===== src/rtl/tsch_pkg.sv =====
package tsch_pkg;

   typedef enum logic [1:0] {
      LD_SCRATCH = 2'd0,
      LD_CACHE   = 2'd1,
      LD_FAR     = 2'd2,
      LD_FAR_ALT = 2'd3
   } ld_kind_e;

   function automatic int max_int(input int a, input int b);
      return (a > b) ? a : b;
   endfunction

endpackage


===== src/rtl/tsch_sb_entry.sv =====
module tsch_sb_entry #(
   parameter int LAT_SCRATCH = 4,
   parameter int LAT_CACHE   = 12
) (
   input  logic       clk,
   input  logic       rst_n,
   input  logic       set_i,
   input  logic [1:0] kind_i,
   input  logic       done_i,
   output logic       wait_o,
   output logic       long_o
);
   import tsch_pkg::*;

   localparam int CW = $clog2(max_int(LAT_SCRATCH, LAT_CACHE) + 1);

   logic [CW-1:0] cnt_q;
   logic          slow_q;
   logic          far_q;

   always_ff @(posedge clk) begin
      if (!rst_n) begin
         cnt_q  <= '0;
         slow_q <= 1'b0;
         far_q  <= 1'b0;
      end else if (set_i) begin
         case (ld_kind_e'(kind_i))
            LD_SCRATCH: begin
               cnt_q  <= CW'(LAT_SCRATCH - 1);
               slow_q <= 1'b0;
               far_q  <= 1'b0;
            end
            LD_CACHE: begin
               cnt_q  <= CW'(LAT_CACHE - 1);
               slow_q <= 1'b1;
               far_q  <= 1'b0;
            end
            default: begin
               cnt_q  <= '0;
               slow_q <= 1'b0;
               far_q  <= 1'b1;
            end
         endcase
      end else begin
         if (cnt_q != '0) cnt_q <= cnt_q - CW'(1);
         if (done_i)      far_q <= 1'b0;
      end
   end

   assign wait_o = (cnt_q != '0) | far_q;
   assign long_o = ((cnt_q != '0) & slow_q) | far_q;

endmodule


===== src/rtl/tsch_scoreboard.sv =====
module tsch_scoreboard #(
   parameter int NT          = 8,
   parameter int LAT_SCRATCH = 4,
   parameter int LAT_CACHE   = 12,
   localparam int TW         = $clog2(NT)
) (
   input  logic          clk,
   input  logic          rst_n,
   input  logic          set_i,
   input  logic [TW-1:0] tid_i,
   input  logic [1:0]    kind_i,
   input  logic [NT-1:0] done_i,
   output logic [NT-1:0] wait_o,
   output logic [NT-1:0] long_o
);

   for (genvar t = 0; t < NT; t++) begin : g_ent
      tsch_sb_entry #(
         .LAT_SCRATCH(LAT_SCRATCH),
         .LAT_CACHE  (LAT_CACHE)
      ) u_ent (
         .clk   (clk),
         .rst_n (rst_n),
         .set_i (set_i && (tid_i == TW'(t))),
         .kind_i(kind_i),
         .done_i(done_i[t]),
         .wait_o(wait_o[t]),
         .long_o(long_o[t])
      );
   end

endmodule


===== src/rtl/tsch_rotor.sv =====
module tsch_rotor #(
   parameter int NG  = 2,
   parameter int TPG = 4,
   localparam int GW = $clog2(NG),
   localparam int SW = $clog2(TPG)
) (
   input  logic          clk,
   input  logic          rst_n,
   input  logic          swap_i,
   output logic [GW-1:0] grp_o,
   output logic [GW-1:0] nxt_grp_o,
   output logic [SW-1:0] slot_o
);

   logic [GW-1:0] grp_q;
   logic [SW-1:0] next_slot_q [NG];

   always_ff @(posedge clk) begin
      if (!rst_n) begin
         grp_q <= '0;
         for (int g = 0; g < NG; g++) next_slot_q[g] <= '0;
      end else begin
         next_slot_q[grp_q] <= next_slot_q[grp_q] + SW'(1);
         if (swap_i) grp_q <= grp_q + GW'(1);
      end
   end

   assign grp_o     = grp_q;
   assign nxt_grp_o = grp_q + GW'(1);
   assign slot_o    = next_slot_q[grp_q];

endmodule


===== src/rtl/tsch_swap_ctl.sv =====
module tsch_swap_ctl #(
   parameter int NG  = 2,
   parameter int TPG = 4,
   localparam int NT = NG * TPG,
   localparam int GW = $clog2(NG),
   localparam int SW = $clog2(TPG)
) (
   input  logic [GW-1:0] grp_i,
   input  logic [GW-1:0] nxt_grp_i,
   input  logic          iss_valid_i,
   input  logic          sw_req_i,
   input  logic          ld_v_i,
   input  logic          ld_hint_i,
   input  logic          auto_en_i,
   input  logic [NT-1:0] ready_i,
   input  logic [NT-1:0] wait_i,
   input  logic [NT-1:0] long_i,
   output logic          swap_o
);

   logic all_blocked;
   logic other_has_work;
   logic explicit_swap;

   always_comb begin
      all_blocked    = 1'b1;
      other_has_work = 1'b0;
      for (int i = 0; i < TPG; i++) begin
         all_blocked    = all_blocked & long_i[{grp_i, SW'(i)}];
         other_has_work = other_has_work |
                          (ready_i[{nxt_grp_i, SW'(i)}] & ~wait_i[{nxt_grp_i, SW'(i)}]);
      end
   end

   assign explicit_swap = iss_valid_i & (sw_req_i | (ld_v_i & ld_hint_i));
   assign swap_o        = explicit_swap | (auto_en_i & all_blocked & other_has_work);

endmodule


===== src/rtl/thread_sched.sv =====
module thread_sched #(
   parameter int NUM_GROUPS  = 2,
   parameter int GROUP_SIZE  = 4,
   parameter int LAT_SCRATCH = 4,
   parameter int LAT_CACHE   = 12,
   localparam int NT         = NUM_GROUPS * GROUP_SIZE,
   localparam int TW         = $clog2(NT),
   localparam int GW         = $clog2(NUM_GROUPS),
   localparam int SW         = $clog2(GROUP_SIZE)
) (
   input  logic          clk,
   input  logic          rst_n,
   input  logic [NT-1:0] thr_ready_i,
   input  logic          sw_req_i,
   input  logic          ld_v_i,
   input  logic [1:0]    ld_kind_i,
   input  logic          ld_hint_i,
   input  logic          auto_en_i,
   input  logic [NT-1:0] ld_done_i,
   output logic          iss_valid_o,
   output logic [TW-1:0] iss_tid_o
);

   if (NUM_GROUPS < 2 || (1 << GW) != NUM_GROUPS) begin : g_bad_groups
      $error("NUM_GROUPS must be a power of two, at least 2");
   end
   if (GROUP_SIZE < 2 || (1 << SW) != GROUP_SIZE) begin : g_bad_size
      $error("GROUP_SIZE must be a power of two, at least 2");
   end
   if (LAT_SCRATCH < 1 || LAT_CACHE < 1) begin : g_bad_lat
      $error("load latencies must be at least one cycle");
   end

   logic [GW-1:0] grp;
   logic [GW-1:0] nxt_grp;
   logic [SW-1:0] slot;
   logic [NT-1:0] wait_w;
   logic [NT-1:0] long_w;
   logic          swap;
   logic [TW-1:0] tid;
   logic          valid;

   tsch_rotor #(
      .NG (NUM_GROUPS),
      .TPG(GROUP_SIZE)
   ) u_rotor (
      .clk      (clk),
      .rst_n    (rst_n),
      .swap_i   (swap),
      .grp_o    (grp),
      .nxt_grp_o(nxt_grp),
      .slot_o   (slot)
   );

   assign tid   = {grp, slot};
   assign valid = thr_ready_i[tid] & ~wait_w[tid];

   tsch_scoreboard #(
      .NT         (NT),
      .LAT_SCRATCH(LAT_SCRATCH),
      .LAT_CACHE  (LAT_CACHE)
   ) u_sb (
      .clk   (clk),
      .rst_n (rst_n),
      .set_i (valid & ld_v_i),
      .tid_i (tid),
      .kind_i(ld_kind_i),
      .done_i(ld_done_i),
      .wait_o(wait_w),
      .long_o(long_w)
   );

   tsch_swap_ctl #(
      .NG (NUM_GROUPS),
      .TPG(GROUP_SIZE)
   ) u_swap (
      .grp_i      (grp),
      .nxt_grp_i  (nxt_grp),
      .iss_valid_i(valid),
      .sw_req_i   (sw_req_i),
      .ld_v_i     (ld_v_i),
      .ld_hint_i  (ld_hint_i),
      .auto_en_i  (auto_en_i),
      .ready_i    (thr_ready_i),
      .wait_i     (wait_w),
      .long_i     (long_w),
      .swap_o     (swap)
   );

   assign iss_valid_o = valid;
   assign iss_tid_o   = tid;

endmodule


===== config.mk =====
export PLATFORM = sky130hd
export DESIGN_NAME = thread_sched
export DESIGN_NICKNAME = d
export VERILOG_FILES = /design/src/rtl/tsch_pkg.sv /design/src/rtl/tsch_sb_entry.sv /design/src/rtl/tsch_scoreboard.sv /design/src/rtl/tsch_rotor.sv /design/src/rtl/tsch_swap_ctl.sv /design/src/rtl/thread_sched.sv
export SDC_FILE = /design/constraint.sdc
export NUM_CORES = 1
export LEC_CHECK = 0
export BUFFER_PORTS_ARGS = -buffer_cell sky130_fd_sc_hd__buf_2
export CAP_MARGIN = 20
export CORE_MARGIN = 1
export CORE_UTILIZATION = 35
export CTS_CLUSTER_SIZE = 14
export DETAILED_ROUTE_END_ITERATION = 6
export PLACE_DENSITY = 0.61
export SYNTH_ARGS = -nofsm -noshare
export SYNTH_HDL_FRONTEND = slang
export SYNTH_SLANG_ARGS = --single-unit
export TNS_END_PERCENT = 50

===== constraint.sdc =====
create_clock -name clk -period 5.9 [get_ports clk]
set_clock_uncertainty 0.15 [all_clocks]
set_input_delay 0.59 -clock clk [delete_from_list [all_inputs] [get_ports clk]]
set_output_delay 0.59 -clock clk [all_outputs]
set_load 0.005 [all_outputs]

# == Word level (Yosys, flattened, before mapping) ==
# Memories as Yosys holds them, arrays and structs flattened. A register that Yosys moved wholly into a read port is not among the register bits.
# Cells that the tools add are included.
# op_classes
n_addsub,10
magnitude_cmp,9
eq_ne,8
n_mux,70
bitwise,47
reduce_logical,36
# op_table
operator,n
4-bit 2-to-1 mux,16
1-bit 2-to-1 mux,50
3-bit by 4-bit less-than comparator with 1-bit output (second input constant),9
2-bit nonzero test,16
4-bit nonzero test,8
4-bit by 1-bit subtractor with 4-bit output (second input constant),8
1-bit AND,21
1-bit bitwise OR,21
3-bit == test (second input constant),4
1-bit logical AND,8
4-bit case mux with 2 select lines,1
1-bit binary-select mux with 3-bit select,2
3-bit by 2-bit == test with 1-bit output (second input constant),2
1-bit inverter,5
2-bit OR reduction,2
3-bit by 1-bit == test with 1-bit output (second input constant),1
3-bit zero test,1
2-bit by 1-bit adder with 2-bit output (second input constant),1
2-bit by 1-bit == test with 1-bit output (second input constant),1
2-bit zero test,1
2-bit 2-to-1 mux,1
1-bit adder (second input constant),1
# totals
ff_bits,49
ramBits,4
in_bits,24
out_inout_bits,4
n_memories,1
# memory_table
memory,depth,word_bits,rd,rd_ports_with_merged_regs,write_ports,line_no,rtl
u_rotor.next_slot_q,2,2,1,1,2,tsch_rotor.sv:16,logic [SW-1:0] next_slot_q [NG];

# == Longest topological paths before layout ==
# Gate-level depths: netlist (run 1).
# logic_depth
ltp_word,13
ltp_mapped,8

# == By module ==
# A second synthesis (run 1) with hierarchy kept.
# hier_totals
hier_cells,364
hier_area_um2,3200.6
# modules_own_cells
module,n_inst,cells_per_inst,area_each_um2,seq_area_each_um2
tsch_sb_entry,8,37,321.6,120.1
tsch_rotor,1,21,266.5,160.2
thread_sched,1,19,153.9,0.0
tsch_swap_ctl,1,20,111.4,0.0
tsch_scoreboard,1,8,96.3,0.0

# == Worst setup path after synthesis (run 1) ==
# No wires, ideal clock.
# synth_timing
kind,register to output
startpoint,reg u_sb.g_ent[7].u_ent.cnt_q[0]
endpoint,out iss_valid_o
t_arrival_ps,1457
slack_ps,3703
stages_incl_launch_ff,8
cell_sequence,dfxtp_1 -> inv_1 -> ha_1 -> nor4b_1 -> nand2_1 -> o211ai_2 -> nand3_1 -> nand2_1
# synth_between
elab_chain_len,6
# synth_lines
item,line_no,rtl
from (decl),tsch_sb_entry.sv:17,logic [CW-1:0] cnt_q;
from (signal assigned),tsch_sb_entry.sv:29,cnt_q <= CW'(LAT_SCRATCH - 1);
from (signal assigned),tsch_sb_entry.sv:34,cnt_q <= CW'(LAT_CACHE - 1);
from (signal assigned),tsch_sb_entry.sv:45,if (cnt_q != '0) cnt_q <= cnt_q - CW'(1);
4-bit nonzero test,tsch_sb_entry.sv:50,assign wait_o = (cnt_q != '0) | far_q;
1-bit bitwise OR,tsch_sb_entry.sv:50,
1-bit binary-select mux with 3-bit select,thread_sched.sv:56,assign valid = thr_ready_i[tid] & ~wait_w[tid];
1-bit 2-to-1 mux (not written as such),thread_sched.sv:56,
1-bit inverter,thread_sched.sv:56,
1-bit AND,thread_sched.sv:56,
to (decl),thread_sched.sv:20,"output logic iss_valid_o,"
# No other way between the ends. The select of a mux whose other input is x is not followed.

# == Final worst setup path (run 1) ==
# layout_timing
startpoint,reg u_sb.g_ent[2].u_ent.cnt_q[0]
endpoint,out iss_valid_o
# layout_between
elab_chain_len,6
# layout_lines
item,line_no
from (decl),tsch_sb_entry.sv:17
from (signal assigned),tsch_sb_entry.sv:29
from (signal assigned),tsch_sb_entry.sv:34
from (signal assigned),tsch_sb_entry.sv:45
4-bit nonzero test,tsch_sb_entry.sv:50
1-bit bitwise OR,tsch_sb_entry.sv:50
1-bit binary-select mux with 3-bit select,thread_sched.sv:56
1-bit 2-to-1 mux (not written as such),thread_sched.sv:56
1-bit inverter,thread_sched.sv:56
1-bit AND,thread_sched.sv:56
# No other way between the ends. The select of a mux whose other input is x is not followed.

==> results.sh, run 1 <==
export IMPL_status="completed"
export IMPL_ir_drop_uv=127
export IMPL_syn_avg_cell_area_sq_um=9.18
export IMPL_synth_async_reset_ratio=0
export IMPL_antenna_found_initial=0
export IMPL_netlist_area_sq_um=2960
export IMPL_cp_common_cell="nand2_1"
export IMPL_port_buffers=27
export IMPL_ys_ff_latch=54
export IMPL_finalHoldViolations=0
export IMPL_clkTransAtPathRegs_ps=100
export IMPL_synth_cell_type_count=51
export IMPL_hold_path_class="reg -> reg"
export IMPL_yosysMostFrequentCell="dfxtp_1"
export IMPL_ys_warn_count=0
export IMPL_setup_tns_ps=0
export IMPL_cp_slowest_stage_delay_ps=540
export IMPL_row_count=33
export IMPL_ys_flop_type="dfxtp_1"
export IMPL_max_freq_mhz=341
export IMPL_grt_pass1_wl_microns=10900
export IMPL_max_slew_worst_pin_slew_ps=871
export IMPL_post_cts_resized=0
export IMPL_multi_input_area_sq_um=1720
export IMPL_worstSkewPairLatency_ps=310
export IMPL_endpoint_kind="output pin"
export IMPL_synthCells=322
export IMPL_wire_per_inst_microns=14.2
export IMPL_min_period_over_period=0.497
export IMPL_drc=0
export IMPL_cp_slowest_cell="nor4b_1"
export IMPL_power_leakage_nw=1.30
export IMPL_clock_sinks=54
export IMPL_min_period_ps=2930
export IMPL_ys_top_cells_by_area="dfxtp_1 (34%), ha_1 (8.5%), xnor2_1 (4.4%)"
export IMPL_die_area_sq_um=8820
export IMPL_die_w_microns=93.9
export IMPL_cts_root_buf="clkbuf_8"
export IMPL_grt_util_all_layers=0.158
export IMPL_path_cells="inv_1 -> ha_1 -> nor4b_1 -> nand4_1 -> nand4_4 -> nand2_1 -> nand2_1 -> buf_2"
export IMPL_critPathMaxFanout=6
export IMPL_overflow=0
export IMPL_drive_above_1_share=0.178
export IMPL_start_kind="flop"
export IMPL_grt_setup_unrepaired="false"
export IMPL_synth_area_leader_cell="dfxtp_1"
export IMPL_fin_util=0.406
export IMPL_cp_arrival_ps=2190
export IMPL_cts_tree="yes"
export IMPL_netlist_area_leader_share=0.339
export IMPL_grt_max_degree=51
export IMPL_ys_seq_area_frac=0.379
export IMPL_dp_hpwl_microns=4780
export IMPL_start_util=0.361
export IMPL_viasPerCell=5.35
export IMPL_nFillCells=806
export IMPL_ctsHtreeMaxLevel=2
export IMPL_nNetsFinal=391
export IMPL_cp_required_ps=5160
export IMPL_gp_congestion=0.847
export IMPL_postCtsSetupRepairBufs=0
export IMPL_whs_ps=327
export IMPL_cts_made_buffers=5
export IMPL_synth_edf_count=4
export IMPL_slew_headroom=0.419
export IMPL_power_density_nw_per_um2=530
export IMPL_syn_to_final_growth_pct=12.4
export IMPL_num_vias=2422
export IMPL_max_cap_viol_count=0
export IMPL_dieHeight_microns=93.9
export IMPL_cts_hold_buf=0
export IMPL_drt_antenna_violating_nets=0
export IMPL_drtPass1Iterations=4
export IMPL_slew_viol_final=0
export IMPL_setup_viol=0
export IMPL_antenna_cells=0
export IMPL_critical_path_class="reg -> out"
export IMPL_synth_top_cells_by_count="dfxtp_1 (50), o21ai_0 (26), nand2_1 (25)"
export IMPL_core_area_sq_um=8180
export IMPL_grt_pass1_vias=2297
export IMPL_io_pins=28
export IMPL_wl_microns=6460
export IMPL_cts_buffer_depth=2
export IMPL_seqCellArea_sq_um=1120
export IMPL_drtIter0Drc=124
export IMPL_synth_nets=366
==> worst max-delay path: cells and delay by family (launching register included) <==
kind / cells / cell delay [ps]
flops: 1 / 320
simple gates: 5 / 1140
buf+inv: 2 / 220
fa+ha+maj: 1 / 200
==> registers in the layout, summed over array words and instances, names as in the netlist, named ones only <==
register                 cells
u_sb.g_ent.u_ent.slow_q      8
u_rotor.next_slot_q          4
u_sb.g_ent.u_ent.cnt_q      32
u_sb.g_ent.u_ent.far_q       8
u_rotor.grp_o                1
==> worst paths after layout <==
check | start | end | slack, ps | cells after the start
setup / recovery | u_sb.g_ent[2].u_ent.cnt_q[0]$_SDFFE_PN0P_ | iss_valid_o | 2970 | 8
hold / removal | u_sb.g_ent[4].u_ent.slow_q$_SDFFE_PN0P_ | u_sb.g_ent[4].u_ent.slow_q$_SDFFE_PN0P_ | 330 | 2
setup reg to reg | u_sb.g_ent[4].u_ent.cnt_q[0]$_SDFFE_PN0P_ | u_sb.g_ent[5].u_ent.cnt_q[0]$_SDFFE_PN0P_ | 3480 | 8
hold reg to reg | u_sb.g_ent[4].u_ent.slow_q$_SDFFE_PN0P_ | u_sb.g_ent[4].u_ent.slow_q$_SDFFE_PN0P_ | 330 | 2
==> cell type report <==
class                           instances  area share
Clock inverter                          1     0.00904
Inverter                               19      0.0230
Timing Repair Buffer                   27      0.0407
Clock buffer                            7      0.0324
Sequential cell                        54       0.338
Tap cell                              105      0.0396
Multi-Input combinational cell        240       0.518
==> metrics by stage <==
stage | setup WS (ps) | area, sq um | cells | total power, mW
after global routing | 2740 | 3320 | 453 | 1.92
after detailed placement | 3310 | 3180 | 445 | 1.48
after CTS | 2950 | 3320 | 453 | 1.77
final | 2970 | 3320 | 453 | 1.76
after floorplan | 3700 | 2960 | 322 | 1.30
after global placement | 3340 | 3180 | 445 | 1.46
==> per-layer routing <==
layer | wire length [microns] | GRT usage | share of wire | vias up
met3 | 250 | 0.0251 | 0.039 | 10
met1 | 3160 | 0.204 | 0.49 | 1140
li1 | - | - | - | 1223
met4 | 131 | 0.0590 | 0.020 | 0
met5 | 0 | 0 | 0 | -
met2 | 2920 | 0.264 | 0.45 | 49
==> power breakdown <==
part           internal, mW  switching (mW)  leakage [nW]
Sequential            0.487           0.103         0.454
Combinational         0.405           0.480         0.778
Clock                 0.164           0.122        0.0696
Total                  1.06           0.705          1.30
==> cells in the final DEF, fill, tap and decap left out, types with 2 or more instances in the layout <==
cell type | Yosys | final
a21oi_1 | 8 | 8
buf_2 | 1 | 27
nor3b_1 | 7 | 7
edfxtp_1 | 4 | 4
nand4b_1 | 6 | 6
inv_1 | 17 | 17
nand4_2 | 3 | 3
nand2_1 | 25 | 25
nand3_1 | 17 | 17
nand4_4 | 2 | 2
nand3_2 | 4 | 4
nor3_1 | 17 | 17
nand4_1 | 6 | 6
xnor2_1 | 15 | 15
a21boi_2 | 2 | 2
and3_1 | 4 | 4
mux2i_1 | 5 | 5
o211ai_2 | 2 | 2
clkbuf_8 | 0 | 6
ha_1 | 20 | 20
o22ai_1 | 8 | 8
and2_1 | 2 | 2
or3_1 | 8 | 8
dfxtp_1 | 50 | 50
o21ai_0 | 26 | 26
a21o_1 | 3 | 3
nor4b_1 | 7 | 7
o211ai_1 | 2 | 2
a31o_2 | 6 | 6
nor2b_1 | 6 | 6
a22oi_1 | 3 | 3
nor2_1 | 11 | 11
==> cells by family (layout without fill, tap and decap cells) <==
group           count (synthesis)  count (layout)  share of synthesized area
buf+inv                        28              54                     0.0389
mux                             7               7                     0.0292
flops                          54              54                      0.379
simple gates                  133             133                      0.278
compound gates                 64              64                      0.142
fa+ha+maj                      20              20                     0.0847
xor+xnor                       16              16                     0.0474
Note: power is estimated with default switching activity, not from simulation.
==> inputs of run 2 (changes only) <==
Settings changed: ABC_AREA set to 1.
Clock period 5.9 ns to 2.85 ns, I/O delays scaled along.
==> run 2 against run 1 <==
  * Non-clock buffer count did not move
  * Flip-flop and latch count is the same
  * Critical path depth is 3 higher
  * Combinational power rose to 2.5 times the previous value
  * Synthesized cell count grew 41%
  * Sequential power increased by 100%
  * Design area increased by 7.5%
  * Die area up 9.4%
  * Clock-buffer cell count fell by 2
  * Worst setup slack got worse by 2500 ps
  * Critical path type unchanged
==> results.sh, run 2 <==
export IMPL_top_register="u_sb.g_ent.u_ent.cnt_q"
export IMPL_die_w_microns=98.2
export IMPL_rr_worst_depth=12
export IMPL_hold_end="u_sb.g_ent[3].u_ent.far_q$_SDFFE_PN0P_"
export IMPL_max_slew_worst_pin_slew_ps=993
export IMPL_max_cap_viol_count=0
export IMPL_synthCells=455
export IMPL_start_kind="flop"
export IMPL_synthMuxAreaShare=0
export IMPL_viasPerCell=4.83
export IMPL_port_buffers=27
export IMPL_io_pins=28
export IMPL_cts_buffer_depth=2
export IMPL_post_cts_resized=0
export IMPL_cts_root_buf="clkbuf_8"
export IMPL_ctsHtreeMaxLevel=2
export IMPL_critPathMaxFanout=8
export IMPL_setup_tns_ps=0
export IMPL_ir_drop_uv=356
export IMPL_synth_edf_count=4
export IMPL_ys_top_cells_by_area="dfxtp_1 (31%), nand2_1 (11%), ha_1 (7.7%)"
export IMPL_whs_ps=84.2
export IMPL_grt_pass1_vias=2621
export IMPL_drtIter0Drc=82
export IMPL_grt_busiest_layer="met2"
export IMPL_nFillCells=950
export IMPL_cts_made_buffers=5
export IMPL_synth_async_reset_ratio=0
export IMPL_timing_rr_start="u_sb.g_ent[7].u_ent.cnt_q[0]$_SDFFE_PN0P_"
export IMPL_multi_input_area_sq_um=1810
export IMPL_synth_area_leader_cell="dfxtp_1"
export IMPL_drive_above_1_share=0.139
export IMPL_synth_compound_area_frac=0.0896
export IMPL_synth_top_family_by_area="simple AND/OR/NAND/NOR gates"
export IMPL_overflow=0
export IMPL_cts_tree="yes"
export IMPL_netlist_area_leader_share=0.309
export IMPL_ys_warn_count=0
export IMPL_holdCritStartpoint="ld_done_i[3]"
export IMPL_wl_microns=7010
export IMPL_drtPass1Iterations=6
export IMPL_endpoint_kind="output pin"
export IMPL_synth_adder_area_share=0.0773
export IMPL_ys_ff_latch=54
export IMPL_max_freq_mhz=424
export IMPL_power_leakage_nw=1.72
export IMPL_setup_viol=0
export IMPL_mostFrequentLayoutCells="nand2_1 (99), inv_1 (66), nor2_1 (50), dfxtp_1 (50), a21oi_1 (34)"
export IMPL_die_area_sq_um=9640
export IMPL_yosysMostFrequentCell="nand2_1"
export IMPL_seqCellArea_sq_um=1120
export IMPL_synth_top_cells_by_count="nand2_1 (99), inv_1 (66), dfxtp_1 (50), nor2_1 (50), a21oi_1 (34)"
export IMPL_core_area_sq_um=8850
export IMPL_gp_congestion=0.803
export IMPL_use_met3=0.0236
export IMPL_slew_headroom=0.337
export IMPL_regToRegSetupSlack_ps=670
export IMPL_slew_viol_final=0
export IMPL_nNetsFinal=525
export IMPL_drt_antenna_violating_nets=0
export IMPL_postCtsSetupRepairBufs=0
export IMPL_finalHoldViolations=0
export IMPL_antenna_cells=0
export IMPL_drc=0
export IMPL_synth_cell_type_count=31
export IMPL_ys_seq_area_frac=0.346
export IMPL_top_regs="u_sb.g_ent.u_ent.cnt_q: 32 flops, u_sb.g_ent.u_ent.far_q: 8 flops, u_sb.g_ent.u_ent.slow_q: 8 flops"
export IMPL_synth_xor_area_frac=0.0433
export IMPL_dp_hpwl_microns=5320
export IMPL_start_util=0.366
export IMPL_clock_sinks=54
export IMPL_largest_register_ffs=32
export IMPL_row_count=34
export IMPL_grt_max_degree=31
export IMPL_grt_pass1_wl_microns=12000
export IMPL_hold_path_class="in -> reg"
export IMPL_min_period_ps=2360
export IMPL_status="completed"
export IMPL_num_vias=2851
export IMPL_worstSkewPairLatency_ps=320
export IMPL_global_route_usage_met1=0.209
export IMPL_cp_arrival_ps=1920
export IMPL_synth_simple_area_share=0.347
export IMPL_min_period_over_period=0.828
export IMPL_syn_to_final_growth_pct=10.2
export IMPL_whs_path_depth=4
export IMPL_use_met2=0.252
export IMPL_antenna_found_initial=0
export IMPL_grt_util_all_layers=0.154
export IMPL_layout_commonest_cell="nand2_1"
export IMPL_wire_per_inst_microns=11.9
export IMPL_synth_nets=499
export IMPL_clkTransAtPathRegs_ps=100
export IMPL_regToRegEndpoint="u_sb.g_ent[6].u_ent.far_q$_SDFFE_PN0P_"
export IMPL_dieHeight_microns=98.2
export IMPL_syn_avg_cell_area_sq_um=7.12
export IMPL_power_density_nw_per_um2=1090
export IMPL_critical_path_class="reg -> out"
export IMPL_ys_flop_type="dfxtp_1"
export IMPL_grt_setup_unrepaired="false"
export IMPL_cp_required_ps=2410
export IMPL_netlist_area_sq_um=3240
export IMPL_cts_hold_buf=0
run 2: cell count changes in the layout (fill, tap and decap cells not counted), moves of 11 or more:
cell     change
a21oi_1     +26
inv_1       +49
nand2_1     +74
nand3_1     +11
nor2_1      +39
nor3_1      -11
run 2: power by group:
| group | total (mW) | leakage (nW) | switching, mW | internal [mW] |
|---|---|---|---|---|
| clock | 0.468 | 0.0506 | 0.283 | 0.185 |
| sequential | 1.18 | 0.454 | 0.168 | 1.01 |
| combinational | 2.24 | 1.21 | 1.38 | 0.857 |
run 2: stage by stage:
| step | setup slack [ps] | instance area [sq um] | utilization | cells | total power [mW] |
|---|---|---|---|---|---|
| 6_report | 492 | 3570 | 0.403 | 590 | 3.89 |
| 5_1_grt | 352 | 3570 | 0.403 | 590 | 4.32 |
| 4_1_cts | 503 | 3570 | 0.403 | 590 | 3.92 |
| 3_5_place_dp | 709 | 3470 | 0.392 | 582 | 3.43 |
| 3_3_place_gp | 740 | 3470 | 0.392 | 582 | 3.40 |
| 2_1_floorplan | 966 | 3240 | - | 455 | 3.01 |
run 2: logic make-up (layout without fill, tap and decap cells):
logic type | after synthesis | after routing
AO/OA/AOI/OAI | 56 | 56
XOR/XNOR | 16 | 16
adder cells (fa/ha/maj) | 20 | 20
AND/OR/NAND/NOR | 228 | 228
flip-flops | 54 | 54
buffers and inverters | 81 | 108
run 2: worst max-delay path by stage:
| stage | from | endpoint | slack (ps) | cells after the start |
|---|---|---|---|---|
| 2_1_floorplan | u_sb.g_ent[7].u_ent.cnt_q[0]$_SDFFE_PN0P_ | u_sb.g_ent[7].u_ent.far_q$_SDFFE_PN0P_ | 970 | 12 |
| 3_3_place_gp | u_sb.g_ent[7].u_ent.cnt_q[0]$_SDFFE_PN0P_ | u_sb.g_ent[6].u_ent.cnt_q[1]$_SDFFE_PN0P_ | 740 | 13 |
| 3_5_place_dp | u_sb.g_ent[7].u_ent.cnt_q[0]$_SDFFE_PN0P_ | u_sb.g_ent[7].u_ent.far_q$_SDFFE_PN0P_ | 710 | 12 |
| 4_1_cts | u_sb.g_ent[1].u_ent.cnt_q[0]$_SDFFE_PN0P_ | iss_valid_o | 500 | 11 |
| 5_1_grt | u_sb.g_ent[7].u_ent.cnt_q[0]$_SDFFE_PN0P_ | iss_valid_o | 350 | 11 |
| 6_report | u_sb.g_ent[7].u_ent.cnt_q[0]$_SDFFE_PN0P_ | iss_valid_o | 490 | 11 |
run 2: cell type report:
class	count	area share
flip-flops and latches	54	0.314
clock inverters	3	0.00806
multi-input cells	320	0.506
repair buffers	27	0.0379
well taps	108	0.0379
clock buffers	5	0.0193
inverters	73	0.0768
run 2: routing by layer:
metal | up-vias | wire length (microns)
li1 | 1511 | -
met3 | 6 | 143
met5 | - | 0
met2 | 34 | 3130
met4 | 0 | 88
met1 | 1300 | 3650
run 2: worst max-delay path, cell delays in order (launching register included):
cell and delay, ps:
dfxtp_1 320, inv_1 110, ha_1 160, nand2_1 60, nor2_2 260, nand3_1 120
nand2_1 90, nand2_1 70, nand3_2 160, nand2_1 120, inv_1 60, buf_2 100
==> inputs of run 3 (changes only) <==
Settings changed: PLACE_DENSITY 0.61 to 0.62.
Clock period 2.85 ns to 1.95 ns, I/O delays scaled along.
==> run 3 against run 2 <==
  * Global-route usage up 0.98 points
  * Critical path depth unchanged
  * Clock power up 61%
  * Worst setup slack worse by 520 ps
  * Die area unchanged
  * The run now ends with negative setup slack left
  * Non-clock buffer count up 51
  * Register-to-register slack worse by 680 ps
  * Hold slack worse by 57 ps
  * Design area up 20%
  * Via count up 7.6%
  * Wire length up 14%
  * Sequential power up 50%
==> results.sh, run 3 (synthesis results as in run 2) <==
export IMPL_gp_congestion=0.824
export IMPL_start_kind="flop"
export IMPL_grt_setup_unrepaired="true"
export IMPL_power_density_nw_per_um2=1660
export IMPL_worstSkewPairLatency_ps=310
export IMPL_ctsHtreeMaxLevel=2
export IMPL_hold_path_class="in -> reg"
export IMPL_slew_viol_final=0
export IMPL_cp_required_ps=1600
export IMPL_min_period_ps=1980
export IMPL_status="finished with violations"
export IMPL_drt_antenna_violating_nets=0
export IMPL_die_area_sq_um=9640
export IMPL_port_buffers=27
export IMPL_power_leakage_nw=2.02
export IMPL_viasPerCell=4.78
export IMPL_antenna_found_initial=0
export IMPL_overflow=0
export IMPL_cts_made_buffers=5
export IMPL_top_regs="u_sb.g_ent.u_ent.cnt_q: 32 flops, u_sb.g_ent.u_ent.far_q: 8 flops, u_sb.g_ent.u_ent.slow_q: 8 flops"
export IMPL_row_count=34
export IMPL_finalHoldViolations=0
export IMPL_setup_ws_ps=-29.4
export IMPL_cp_arrival_ps=1630
export IMPL_critPathMaxFanout=6
export IMPL_endpoint_kind="output pin"
export IMPL_slew_headroom=0.682
export IMPL_clkTransAtPathRegs_ps=100
export IMPL_grt_util_all_layers=0.164
export IMPL_max_freq_mhz=505
export IMPL_drtPass1Iterations=6
export IMPL_syn_to_final_growth_pct=32.3
export IMPL_min_period_over_period=1.02
export IMPL_layout_commonest_cell="nand2_1"
export IMPL_grt_pass1_vias=2893
export IMPL_setup_tns_ps=-40.6
export IMPL_totalPowerFinal_mw=7.12
export IMPL_drc=0
export IMPL_max_slew_worst_pin_slew_ps=476
export IMPL_setup_viol=3
export IMPL_cts_buffer_depth=2
export IMPL_grt_pass1_wl_microns=12900
export IMPL_antenna_cells=0
export IMPL_mostFrequentLayoutCells="nand2_1 (82), inv_1 (54), nor2_1 (46), buf_4 (42), dfxtp_1 (35)"
export IMPL_drive_above_1_share=0.348
export IMPL_critical_path_class="reg -> out"
export IMPL_wire_per_inst_microns=12.5
export IMPL_num_vias=3068
export IMPL_endpoint="iss_valid_o"
export IMPL_ir_drop_uv=448
export IMPL_nNetsFinal=577
export IMPL_io_pins=28
export IMPL_cts_root_buf="clkbuf_8"
export IMPL_drtIter0Drc=98
export IMPL_wl_microns=8000
export IMPL_regToRegEndpoint="u_sb.g_ent[7].u_ent.far_q$_SDFFE_PN0P_"
export IMPL_rr_worst_depth=11
export IMPL_max_cap_viol_count=0
export IMPL_start_util=0.366
export IMPL_core_area_sq_um=8850
export IMPL_dp_hpwl_microns=5720
export IMPL_die_w_microns=98.2
export IMPL_grt_max_degree=21
export IMPL_failed_checks="negative setup slack"
export IMPL_dieHeight_microns=98.2
export IMPL_regToRegSetupSlack_ps=-10
export IMPL_cts_tree="yes"
export IMPL_largest_register_ffs=32
export IMPL_clock_sinks=54
export IMPL_top_register="u_sb.g_ent.u_ent.cnt_q"
[run 3: cell count changes in the layout (fill, tap and decap cells not counted), sizes merged]
cell,delta
buf,+49
bufinv,+1
clkbuf,+2
clkinv,-1
dlygate4sd3,+2
inv,-2
nand2,+1
[run 3: metal layers]
metal | global-route usage | wire, microns | vias up
li1 | - | - | 1609
met1 | 0.213 | 3790 | 1397
met2 | 0.283 | 3820 | 53
met3 | 0.0229 | 290 | 9
met4 | 0.0448 | 103 | 0
met5 | 0 | 0 | -
[run 3: layout make-up]
| type | count | area [sq um] |
|---|---|---|
| tap | 108 | 135 |
| sequential | 54 | 1140 |
| multi-input combinational | 321 | 2060 |
| fill | 888 | 4570 |
| clock inverter | 1 | 30.0 |
| timing repair buffer | 78 | 567 |
| inverter | 73 | 274 |
| clock buffer | 7 | 76.3 |
[run 3: what timing repair did]
action	4_1_cts	5_1_grt
cloned	0	1
pin swaps	9	40
resized for setup	22	74
endpoints found under the hold margin	2	0
endpoints found under the setup margin	8	39
hold buffers	2	0
buffers inserted	7	12
[run 3: through the flow]
step / cells / setup slack, ps / utilization / hold WS [ps] / area [sq um]
2_1_floorplan: 455 / 65.9 / - / 185 / 3240
3_3_place_gp: 612 / 37.4 / 0.419 / 303 / 3710
3_5_place_dp: 612 / 3.90 / 0.419 / 306 / 3710
4_1_cts: 629 / -50.5 / 0.446 / 29.7 / 3950
5_1_grt: 642 / -182 / 0.484 / 32.1 / 4280
6_report: 642 / -29.4 / 0.484 / 27.3 / 4280
[run 3: critical path, cell delays in order, from the launching register on]
cell and delay (ps):
dfxtp_4 370, inv_2 80, nand2_2 90, nand2_4 120, nand2_2 60, nand2_2 60
nor2_2 40, nand2_2 110, nand3_4 130, nand2_2 120, inv_1 40, buf_2 110
[run 3: worst min path at each step]
stage          slack [ps]                                      end                               startpoint  cells after the start
3_5_place_dp          310  u_sb.g_ent[1].u_ent.slow_q$_SDFFE_PN0P_  u_sb.g_ent[1].u_ent.slow_q$_SDFFE_PN0P_                      2
6_report               30   u_sb.g_ent[4].u_ent.far_q$_SDFFE_PN0P_                             ld_done_i[4]                      4
3_3_place_gp          300  u_sb.g_ent[7].u_ent.slow_q$_SDFFE_PN0P_  u_sb.g_ent[7].u_ent.slow_q$_SDFFE_PN0P_                      2
5_1_grt                30   u_sb.g_ent[3].u_ent.far_q$_SDFFE_PN0P_                             ld_kind_i[1]                      3
4_1_cts                30   u_sb.g_ent[4].u_ent.far_q$_SDFFE_PN0P_                             ld_done_i[4]                      4
2_1_floorplan         180   u_sb.g_ent[3].u_ent.far_q$_SDFFE_PN0P_                             ld_kind_i[1]                      2
[run 3: report_power, final]
part | total, mW | internal, mW | switching [mW]
clock network | 0.755 | 0.385 | 0.370
logic | 4.59 | 2.08 | 2.51
registers | 1.77 | 1.51 | 0.262
total | 7.12 | 3.97 | 3.14
